### src/rtl/cmdport_host_if.sv
module cmdport_host_if #(
  parameter int DEPTH = 64
) (
  input  logic       clk,
  input  logic       rst_n,
  input  logic       host_wr,
  input  logic       host_rd,
  input  logic       host_addr,
  input  logic [7:0] host_wdata,
  output logic [7:0] host_rdata,
  output logic       req_valid,
  output logic [7:0] req_data,
  output logic       req_last,
  input  logic       req_ready,
  input  logic       rsp_valid,
  input  logic [7:0] rsp_data,
  input  logic       rsp_last,
  output logic       rsp_ready
);
  localparam int AW = (DEPTH > 1) ? $clog2(DEPTH) : 1;
  localparam int CW = AW + 1;
  localparam logic [7:0] OP_OPEN  = 8'h01;
  localparam logic [7:0] OP_CLOSE = 8'h03;
  localparam logic [7:0] OP_ABORT = 8'h22;

  typedef enum logic [2:0] {S_IDLE, S_COLLECT, S_SEND, S_HEAD, S_BODY, S_TAIL} phase_t;

  phase_t        ph;
  logic [7:0]    mem [DEPTH];
  logic [CW-1:0] cnt, rptr;
  logic          obf, ibf, ovf, got_last;
  logic [7:0]    obyte;
  logic [7:0]    stat;

  wire wr_dat = host_wr && !host_addr;
  wire wr_cmd = host_wr && host_addr;
  wire rd_dat = host_rd && !host_addr;
  wire abort  = wr_cmd && host_wdata == OP_ABORT;
  wire f0     = ph == S_HEAD || ph == S_TAIL;
  wire room   = cnt < CW'(DEPTH);

  assign stat       = {2'b00, ph == S_COLLECT, ph == S_IDLE, ovf, f0, ibf, obf};
  assign host_rdata = host_addr ? stat :
                      ph == S_HEAD ? OP_OPEN :
                      ph == S_TAIL ? OP_CLOSE : obyte;
  assign req_valid  = ph == S_SEND;
  assign req_data   = mem[rptr[AW-1:0]];
  assign req_last   = rptr == cnt - 1'b1;
  assign rsp_ready  = ph == S_BODY && !obf && !got_last;

  always_ff @(posedge clk)
    if (ph == S_COLLECT && wr_dat && room)
      mem[cnt[AW-1:0]] <= host_wdata;

  always_ff @(posedge clk) begin
    if (!rst_n) begin
      ph <= S_IDLE;
      cnt <= '0;
      rptr <= '0;
      obf <= 1'b0;
      ibf <= 1'b0;
      ovf <= 1'b0;
      got_last <= 1'b0;
      obyte <= '0;
    end else begin
      ibf <= host_wr;
      if (abort) begin
        ph <= S_IDLE;
        cnt <= '0;
        rptr <= '0;
        obf <= 1'b0;
        ovf <= 1'b0;
        got_last <= 1'b0;
      end else begin
        unique case (ph)
          S_IDLE:
            if (wr_cmd && host_wdata == OP_OPEN) begin
              ph <= S_COLLECT;
              cnt <= '0;
            end
          S_COLLECT: begin
            if (wr_dat) begin
              if (room) cnt <= cnt + 1'b1;
              else ovf <= 1'b1;
            end
            if (wr_cmd && host_wdata == OP_CLOSE) begin
              rptr <= '0;
              if (cnt == '0) begin
                ph <= S_HEAD;
                obf <= 1'b1;
              end else ph <= S_SEND;
            end
          end
          S_SEND:
            if (req_ready) begin
              rptr <= rptr + 1'b1;
              if (req_last) begin
                ph <= S_HEAD;
                obf <= 1'b1;
              end
            end
          S_HEAD:
            if (rd_dat) begin
              ph <= S_BODY;
              obf <= 1'b0;
            end
          S_BODY:
            if (rsp_valid && rsp_ready) begin
              obyte <= rsp_data;
              obf <= 1'b1;
              got_last <= rsp_last;
            end else if (rd_dat && obf) begin
              if (got_last) begin
                ph <= S_TAIL;
                got_last <= 1'b0;
              end else obf <= 1'b0;
            end
          S_TAIL:
            if (rd_dat) begin
              ph <= S_IDLE;
              obf <= 1'b0;
            end
          default: ph <= S_IDLE;
        endcase
      end
    end
  end
endmodule

### config.mk
export PLATFORM = sky130hd
export DESIGN_NAME = cmdport_host_if
export DESIGN_NICKNAME = d
export VERILOG_FILES = /design/src/rtl/cmdport_host_if.sv
export SDC_FILE = /design/constraint.sdc
export NUM_CORES = 1
export LEC_CHECK = 0
export BUFFER_PORTS_ARGS = -buffer_cell sky130_fd_sc_hd__buf_4
export CAP_MARGIN = 20
export CORE_MARGIN = 2
export CORE_UTILIZATION = 24
export DETAILED_ROUTE_END_ITERATION = 16
export PLACE_DENSITY = 0.35
export SYNTH_ARGS = -nofsm -noshare
export SYNTH_HDL_FRONTEND = slang
export SYNTH_SLANG_ARGS = --single-unit
### constraint.sdc
create_clock -name clk -period 3.7 [get_ports clk]
set_input_delay 0.925 -clock clk [delete_from_list [all_inputs] [get_ports clk]]
set_output_delay 0.925 -clock clk [all_outputs]
set_load 0.01 [all_outputs]
==> run_results.csv, run 1 <==
group,metric,value,unit
clock_tree,cts_buffers,66,
worst_setup_path,path_cells,"buf_6, buf_16, mux4_2, mux4_2, o22ai_2, nor2_2, buf_4",
global_route,grtUsageMet1,18.6,%
routing,wl_per_cell,25.8,um
worst_setup_path,max_stage_delay,0.58,ns
routing,wirelength,64100,um
routing,num_vias,10925,
place,port-buffer-count,42,
place,place_ws,0.143,ns
global_route,met3_usage,2.81,%
worst_setup_path,cpLargestDelayFamily,"multiplexers",
die,floorplan.rows,110,
worst_setup_path,arrival,3.00,ns
global_route,grt_busiest_layer,"met2",
final_layout,multi_input_area,5430,sq um
final_layout,syn2layout_area_growth,23.8,%
run_status,outcome,"finished with violations",
final_layout,area.sequential,16100,sq um
logic_synthesis,syn_area,21700,sq um
sta,setup_viol,8,
die,initial_core_util,24.1,%
worst_setup_path,worstPathRequired,2.77,ns
die,fp.dieW,304,um
logic_synthesis,yosysWarnings,0,
final_layout,final_nets,1287,
routing,dr.pass1.iters,5,
sta,layout_setup_ws,-0.229,ns
worst_setup_path,critPathKind,"flip-flop to output port",
worst_setup_path,path_buf_inv,3,
clock_tree,hold_buffers,0,
final_layout,final_cell_mix,"edfxtp_1, mux4_2, buf_4",
logic_synthesis,synth_fp_nets,1090,
clock_tree,clockBufferDepth,3,
global_route,gr-total-overflow,0,
global_route,grt.total_usage,13.7,%
worst_setup_path,crit_top_cell,"mux4_2",
global_route,met2_usage,22.1,%
place,hpwl,40300,um
worst_setup_path,end_kind,"output port",
logic_synthesis,avgSynthCellArea,20.4,sq um
routing,vias_per_cell,4.40,
clock_tree,htree_levels,3,
routing,drt_iter0_markers,875,
pwr,power_density,491,nW/um^2
logic_synthesis,synth_area_leaders,"edfxtp_1, mux4_2, dfxtp_1",
sta,hold_viol,0,
sta,clock.fmax,255,MHz
sta,timing.max_slew.rel_slack,44.7,%
sta,tightest_slew,0.829,ns
clock_tree,cts_root_buf,"clkbuf_16",
worst_setup_path,cpMaxStageDelayCell,"mux4_2",
sta,drv_slew,0,
logic_synthesis,synth_edf_count,512,
place,place.gp.congestion,0.711,
pwr,peakVddDrop,0.274,mV
die,die_area,92600,sq um
global_route,grt_max_degree,68,
logic_synthesis,synthDominantCellAreaShare,71.0,%
clock_tree,clk_pin_slew,0.06,ns
run_status,violations,"setup timing",
flow_run,cap_viol_max_count,0,
die,dieHeight,304,um
worst_setup_path,critPathLaunchType,"flip-flop",
pwr,fin_total_pwr,13200,uW
final_layout,final_cells,2482,
global_route,grt_pass1_wl,89600,um
logic_synthesis,synth-main-ff-cell,"edfxtp_1",
place,dp_cells,2345,
sta,layout_min_cycle_time,3.93,ns
final_layout,antennaDiodeCount,0,
pwr,p_leak,0.00839,uW
sta,grt_setup_unrepaired,"true",
clock_tree,clock_latency,0.60,ns
logic_synthesis,ys_types,56,
logic_synthesis,synth_cells,1062,
worst_setup_path,cp_max_fo,6,
final_layout,drive_gt1_share,35.8,%
sta,final.setup_skew,0.0282,ns
global_route,grt_pass1_vias,11487,
die,boundaryPins,43,
clock_tree,cts_tree,"yes",
sta,finalCritPeriodShare,106,%
hold_path,hold_class,"flip-flop to flip-flop",
global_route,antenna_found_initial,2,
logic_synthesis,ys_ff_latch,547,
routing,drc,0,
routing,final_antenna_net_count,0,
logic_synthesis,yosysSeqAreaShare,74.2,%
logic_synthesis,yosys.area.top_type,"edfxtp_1",
clock_tree,clkSinkCount,547,
logic_synthesis,synth-async-reset-ratio,0,%
final_layout,final_common_cell,"edfxtp_1",
final_layout,finish.utilization,29.9,%
final_layout,fillCellCount,8800,
die,coreArea,89700,sq um
-- report_power, final --
group          total [uW]  internal, uW  switching, uW
registers            6760          6760           2.90
clock network        6200          3710           2490
logic                 198          46.3            152
total               13200         10500           2650
-- state kept, by name, summed over array words and instances, names as in the netlist, named ones only --
signal / cells
obf: 1
ph: 3
ovf: 1
mem: 512
rptr: 7
cnt: 7
obyte: 8
ibf: 1
got_last: 1
-- cell families after synthesis --
kind of cell	after synthesis	synth area share (%)
and+or+nand+nor	204	4.54
buffers and inverters	60	1.19
xor gates and xnor gates	20	0.809
DFF	547	74.2
muxes	170	17.1
adders and majority gates	4	0.231
AOI/OAI and AO/OA	57	1.88
-- per-stage QoR --
stage / area, sq um / setup TNS (ns) / hold slack [ns]
after floorplan: 21700 / 0 / 0.437
after global placement: 24300 / 0 / 0.471
after detailed placement: 24300 / 0 / 0.483
after CTS: 26600 / -2.16 / 0.496
after global routing: 26800 / -2.20 / 0.527
final: 26800 / -1.55 / 0.498
-- what timing repair did --
| item | 4_1_cts | 5_1_grt |
|---|---|---|
| gates resized for setup | 19 | 15 |
| pin swaps | 4 | 4 |
| cloned | 3 | 5 |
| buffers inserted | 12 | 3 |
| setup endpoints to repair | 8 | 9 |
-- synthesized netlist by cell type, types with 4 or more instances --
master    instances
xnor2_1           9
buf_1             6
edfxtp_1        512
nand2_1          33
a31oi_1           6
nand2b_1          8
inv_1             5
and3_1            5
nand3b_1          5
a21oi_1           7
nor3_1            4
dfxtp_1          35
mux4_2          160
nor2_1          102
nor2b_1          12
mux2i_1          10
clkbuf_1         33
nand3_1           7
o21ai_0           7
and2_1            5
buf_2            14
ha_1              4
nand4_1           6
xor2_1           11
o22ai_1          16
-- final cells by class --
type / count / area share [%]
Clock inverter: 26 / 0.738
Timing Repair Buffer: 184 / 6.53
Inverter: 5 / 0.0700
Clock buffer: 89 / 6.92
Tap cell: 1176 / 5.49
Multi-Input combinational cell: 455 / 20.2
Sequential cell: 547 / 60.0
-- worst register-to-register path, stage by stage, from the launching register on --
cell	delay, ns
dfxtp_1	0.45
nor2b_1	0.34
nand3_1	0.22
nor2_1	0.28
nand2_1	0.56
nor2_1	0.38
buf_4	0.21
-- layer usage --
metal	wire, um	up-vias
li1	-	4761
met1	29300	5870
met2	30600	211
met3	2580	83
met4	1580	0
met5	0	-
-- final timing paths --
| path | end | cells past startpoint | slack (ns) | startpoint |
|---|---|---|---|---|
| setup / recovery | req_data[2] | 7 | -0.23 | flip-flop |
| hold / removal | ovf | 2 | 0.50 | ovf |
| setup reg to reg | mem[57][6] | 6 | 0.95 | ph[1] |
| hold reg to reg | ovf | 2 | 0.50 | ovf |
Power figures use the tool's default switching activity.
==> inputs of run 2 (changes only) <==
--- a/config.mk
+++ b/config.mk
@@ -9,6 +9,7 @@
 export CAP_MARGIN = 20
 export CORE_MARGIN = 2
 export CORE_UTILIZATION = 24
+export CTS_BUF_LIST = sky130_fd_sc_hd__clkbuf_8
 export DETAILED_ROUTE_END_ITERATION = 16
 export PLACE_DENSITY = 0.35
 export SYNTH_ARGS = -nofsm -noshare
==> run 2 against run 1 <==
  * Register-to-register slack got worse by 0.02 ns
  * Highest routed layer unchanged
  * Core utilization is 0.26 points lower
  * The flow still finishes with violations (setup timing)
  * Via count grew 2.0%
==> run_results.csv, run 2 (synthesis gave the netlist of run 1 again) <==
group,metric,value,unit
routing,final_antenna_net_count,0,
sta,tightest_slew,0.838,ns
global_route,grt_pass1_wl,90100,um
final_layout,final_common_cell,"edfxtp_1",
die,die_area,92600,sq um
routing,dr.pass1.iters,5,
hold_path,hold_class,"input pin to flip-flop",
routing,drt_iter0_markers,909,
global_route,grt_max_degree,68,
clock_tree,clkSinkCount,547,
worst_setup_path,rr_worst_depth,6,
final_layout,finish.utilization,29.6,%
clock_tree,cts_tree,"yes",
pwr,peakVddDrop,0.205,mV
routing,wirelength,64200,um
sta,setup_viol,8,
worst_setup_path,critPathKind,"flip-flop to output port",
pwr,fin_total_pwr,12300,uW
clock_tree,htree_levels,3,
run_status,violations,"setup timing",
sta,layout_setup_ws,-0.329,ns
worst_setup_path,cp_max_fo,6,
worst_setup_path,r2r_slack,0.93,ns
final_layout,final_nets,1319,
hold_path,hold-path-endpoint,"ibf",
final_layout,final_cell_mix,"edfxtp_1, mux4_2, buf_4",
die,dieHeight,304,um
final_layout,syn2layout_area_growth,22.7,%
clock_tree,cts_buffers,99,
worst_setup_path,critPathLaunchType,"flip-flop",
worst_setup_path,worstReg2RegEnd,"mem[57][6]",
global_route,grt.total_usage,13.7,%
die,fp.dieW,304,um
sta,drv_slew,0,
final_layout,largest_reg_flops,512,
global_route,gr-total-overflow,0,
pwr,power_density,462,nW/um^2
place,hpwl,40300,um
clock_tree,clockBufferDepth,3,
routing,num_vias,11139,
hold_path,hold_depth,2,
clock_tree,clock_latency,0.69,ns
pwr,p_leak,0.00840,uW
place,place.gp.congestion,0.711,
worst_setup_path,arrival,3.10,ns
sta,hold_viol,0,
sta,timing.max_slew.rel_slack,44.0,%
clock_tree,cts_root_buf,"clkbuf_8",
run_status,outcome,"finished with violations",
worst_setup_path,worstPathRequired,2.77,ns
place,port-buffer-count,42,
worst_setup_path,end_kind,"output port",
sta,layout_min_cycle_time,4.03,ns
sta,finalCritPeriodShare,109,%
die,floorplan.rows,110,
die,initial_core_util,24.1,%
die,boundaryPins,43,
routing,wl_per_cell,25.2,um
flow_run,cap_viol_max_count,0,
sta,grt_setup_unrepaired,"true",
clock_tree,clk_pin_slew,0.06,ns
routing,vias_per_cell,4.37,
sta,clock.fmax,248,MHz
sta,final.setup_skew,0.0186,ns
final_layout,drive_gt1_share,36.5,%
die,coreArea,89700,sq um
routing,drc,0,
hold_path,hp-start,"host_wr",
global_route,antenna_found_initial,3,
global_route,grt_pass1_vias,11787,
worst_setup_path,r2r_start,"ph[1]",
==> run 2: changes by cell type in the layout (fill, tap and decap cells not counted), sizes merged <==
cell      before  now
inv            6   35
clkinv        21   41
clkbuf        93  106
clkinvlp       1    4
diode          0    1
==> run 2: routing by layer <==
layer	share of wire (%)	track usage, %	vias to the layer above
met5	0	0	-
met4	2.8	4.50	0
met2	47	21.9	248
met1	45	18.7	5935
li1	-	-	4852
met3	4.4	2.92	104
==> run 2: worst max path at each step <==
| stage | slack (ns) | endpoint | from | depth (start not counted) |
|---|---|---|---|---|
| CTS | -0.40 | req_data[5] | flip-flop | 8 |
| global route | -0.44 | req_data[1] | flip-flop | 8 |
| global placement | 0.12 | req_data[1] | flip-flop | 7 |
| finish | -0.33 | req_data[1] | flip-flop | 8 |
| floorplan | 0.69 | req_data[0] | flip-flop | 6 |
| detailed placement | 0.14 | req_data[1] | flip-flop | 7 |
==> run 2: metrics by stage <==
step / TNS (ns) / instances / hold slack, ns / setup WS [ns] / area, sq um
detailed placement: 0 / 2345 / 0.483 / 0.143 / 24300
finish: -2.31 / 2548 / 0.474 / -0.329 / 26600
CTS: -3.12 / 2541 / 0.398 / -0.399 / 26400
floorplan: 0 / 1062 / 0.437 / 0.691 / 21700
global route: -3.29 / 2547 / 0.407 / -0.439 / 26600
global placement: 0 / 2345 / 0.471 / 0.123 / 24300
==> run 2: final cells by class <==
cell class                 instances  area, sq um
fill                            8866        63200
sequential                       547        16100
multi-input combinational        455         5430
timing repair buffer             183         1730
tap                             1176         1470
clock buffer                     103         1420
clock inverter                    78          408
inverter                           5         18.8
antenna                            1         2.50
==> run 2: timing repair <==
action,in CTS,in global routing
hold buffers,0,0
pin swaps,4,7
resized for setup,20,14
setup endpoints to repair,9,9
buffers inserted,12,3
hold endpoints to repair,0,0
gates cloned,3,4
==> run 2: power breakdown <==
part	leakage (uW)	internal [uW]	switching, uW
clock	0.00103	2780	2540
combinational	0.00249	46.3	152
sequential	0.00488	6760	2.86
total	0.00840	9590	2700
==> run 2: critical path: stages, from the launching register on <==
cell and delay [ns]:
dfxtp_4 0.46, buf_12 0.18, buf_12 0.12, buf_16 0.12, mux4_2 0.51, mux4_2 0.59
o22ai_1 0.19, nor2_2 0.07, buf_4 0.14
==> inputs of run 3 (changes only) <==
--- a/config.mk
+++ b/config.mk
@@ -8,10 +8,11 @@
 export BUFFER_PORTS_ARGS = -buffer_cell sky130_fd_sc_hd__buf_4
 export CAP_MARGIN = 20
 export CORE_MARGIN = 2
-export CORE_UTILIZATION = 24
+export CORE_UTILIZATION = 65
 export CTS_BUF_LIST = sky130_fd_sc_hd__clkbuf_8
 export DETAILED_ROUTE_END_ITERATION = 16
-export PLACE_DENSITY = 0.35
+export PLACE_DENSITY = 0.79
+export REMOVE_ABC_BUFFERS = 1
 export SYNTH_ARGS = -nofsm -noshare
 export SYNTH_HDL_FRONTEND = slang
 export SYNTH_SLANG_ARGS = --single-unit
==> run 3 against run 2 <==
  * The flow still finishes with violations (setup timing)
  * Power down 4.3%
  * Clock-buffer cell count fell by 12
  * Sequential share of layout area grew 2.8 points
  * Worst setup slack improved by 0.051 ns
  * Combinational power down 12%
  * Cell area shrank 4.4%
  * Core utilization increased by 48 points
  * Via count rose by 4.3%
  * Critical path type unchanged
  * Largest power group unchanged
==> run_results.csv, run 3 (synthesis gave the netlist of run 1 again) <==
group,metric,value,unit
global_route,grt_pass1_vias,11748,
pwr,peakVddDrop,0.319,mV
place,hpwl,29100,um
clock_tree,htree_levels,3,
routing,dr.pass1.iters,5,
run_status,outcome,"finished with violations",
die,initial_core_util,66.2,%
die,boundaryPins,43,
global_route,grt_max_degree,70,
sta,final.setup_skew,0.0497,ns
routing,num_vias,11621,
final_layout,finish.utilization,77.7,%
clock_tree,cts_buffers,83,
sta,timing.max_slew.rel_slack,40.9,%
global_route,grt_pass1_wl,76700,um
routing,final_antenna_net_count,0,
routing,drc,0,
sta,setup_viol,8,
final_layout,largest_reg_flops,512,
clock_tree,cts_root_buf,"clkbuf_8",
die,fp.dieW,187,um
sta,clock.fmax,251,MHz
final_layout,final_cell_mix,"edfxtp_1, mux4_2, buf_4",
clock_tree,cts_tree,"yes",
global_route,antenna_found_initial,1,
run_status,violations,"setup timing",
sta,grt_setup_unrepaired,"true",
global_route,gr-total-overflow,0,
die,coreArea,32700,sq um
sta,layout_min_cycle_time,3.98,ns
pwr,p_leak,0.00821,uW
final_layout,final_common_cell,"edfxtp_1",
final_layout,final_nets,1277,
sta,tns,-1.63,ns
worst_setup_path,critPathLaunchType,"flip-flop",
routing,drt_iter0_markers,1720,
clock_tree,clkSinkCount,547,
worst_setup_path,critPathKind,"flip-flop to output port",
sta,layout_setup_ws,-0.278,ns
clock_tree,clock_latency,0.65,ns
global_route,grt.total_usage,30.8,%
final_layout,antennaDiodeCount,0,
sta,drv_slew,0,
place,place.gp.congestion,0.828,
die,dieHeight,187,um
sta,hold_viol,0,
final_layout,syn2layout_area_growth,17.3,%
die,floorplan.rows,66,
routing,wl_per_cell,30.0,um
final_layout,drive_gt1_share,35.0,%
worst_setup_path,worstPathRequired,2.77,ns
hold_path,hold_class,"flip-flop to flip-flop",
place,port-buffer-count,42,
worst_setup_path,arrival,3.05,ns
die,die_area,34800,sq um
routing,vias_per_cell,6.60,
sta,tightest_slew,0.886,ns
sta,finalCritPeriodShare,108,%
pwr,power_density,463,nW/um^2
worst_setup_path,cp_max_fo,6,
routing,wirelength,52800,um
clock_tree,clockBufferDepth,3,
flow_run,cap_viol_max_count,0,
worst_setup_path,end_kind,"output port",
clock_tree,clk_pin_slew,0.06,ns
## run 3: report_power, final
part	internal, uW	switching [uW]
Sequential	6760	5.39
Clock	2490	2330
Combinational	42.6	132
## run 3: area by class of cell
cell class	instances	area [sq um]
Inverter	5	18.8
Clock buffer	91	1250
Tap cell	442	553
Timing Repair Buffer	157	1650
Clock inverter	64	354
Sequential cell	547	16100
Multi-Input combinational cell	455	5490
Fill cell	1672	7300
## run 3: what timing repair did
item                                    4_1_cts  5_1_grt
cloned                                       10        2
hold buffers                                  0        0
endpoints found under the setup margin        9        9
resized for setup                            45       10
buffers inserted                             12        1
pin swaps                                     4        6
## run 3: per-layer routing
metal	routed length, um	up-vias	part of all wire [%]	global-route usage (%)
li1	-	4767	-	-
met1	18700	5947	35	42.4
met2	26500	786	50	49.5
met3	5590	119	11	6.92
met4	1930	2	3.7	11.2
met5	13	-	0.025	0
## run 3: per-stage QoR
stage               cells  power (uW)  setup slack, ns  hold slack [ns]  instance area [sq um]
global placement     1583        7060            0.340            0.471                  23100
floorplan            1007        6930            -3.89            0.437                  21400
CTS                  1759       11700           -0.197            0.503                  25300
global route         1761       12100           -0.316            0.521                  25400
finish               1761       11800           -0.278            0.508                  25400
detailed placement   1583        7060            0.281            0.492                  23100
## run 3: path summary, 6_finish.rpt
| check | startpoint | end | slack (ns) | cells past startpoint |
|---|---|---|---|---|
| min reg2reg | ovf | ovf | 0.51 | 2 |
| max reg2reg | ph[0] | mem[31][4] | 0.71 | 7 |
| min | ovf | ovf | 0.51 | 2 |
| max | flip-flop | req_data[0] | -0.28 | 8 |
## run 3: worst max-delay path: stages, from the launching register on
cell and delay, ns:
dfxtp_4 0.39, buf_12 0.13, buf_6 0.13, buf_16 0.15
mux4_2 0.56, mux4_2 0.59, o22ai_4 0.22, nor2_1 0.09
buf_4 0.15
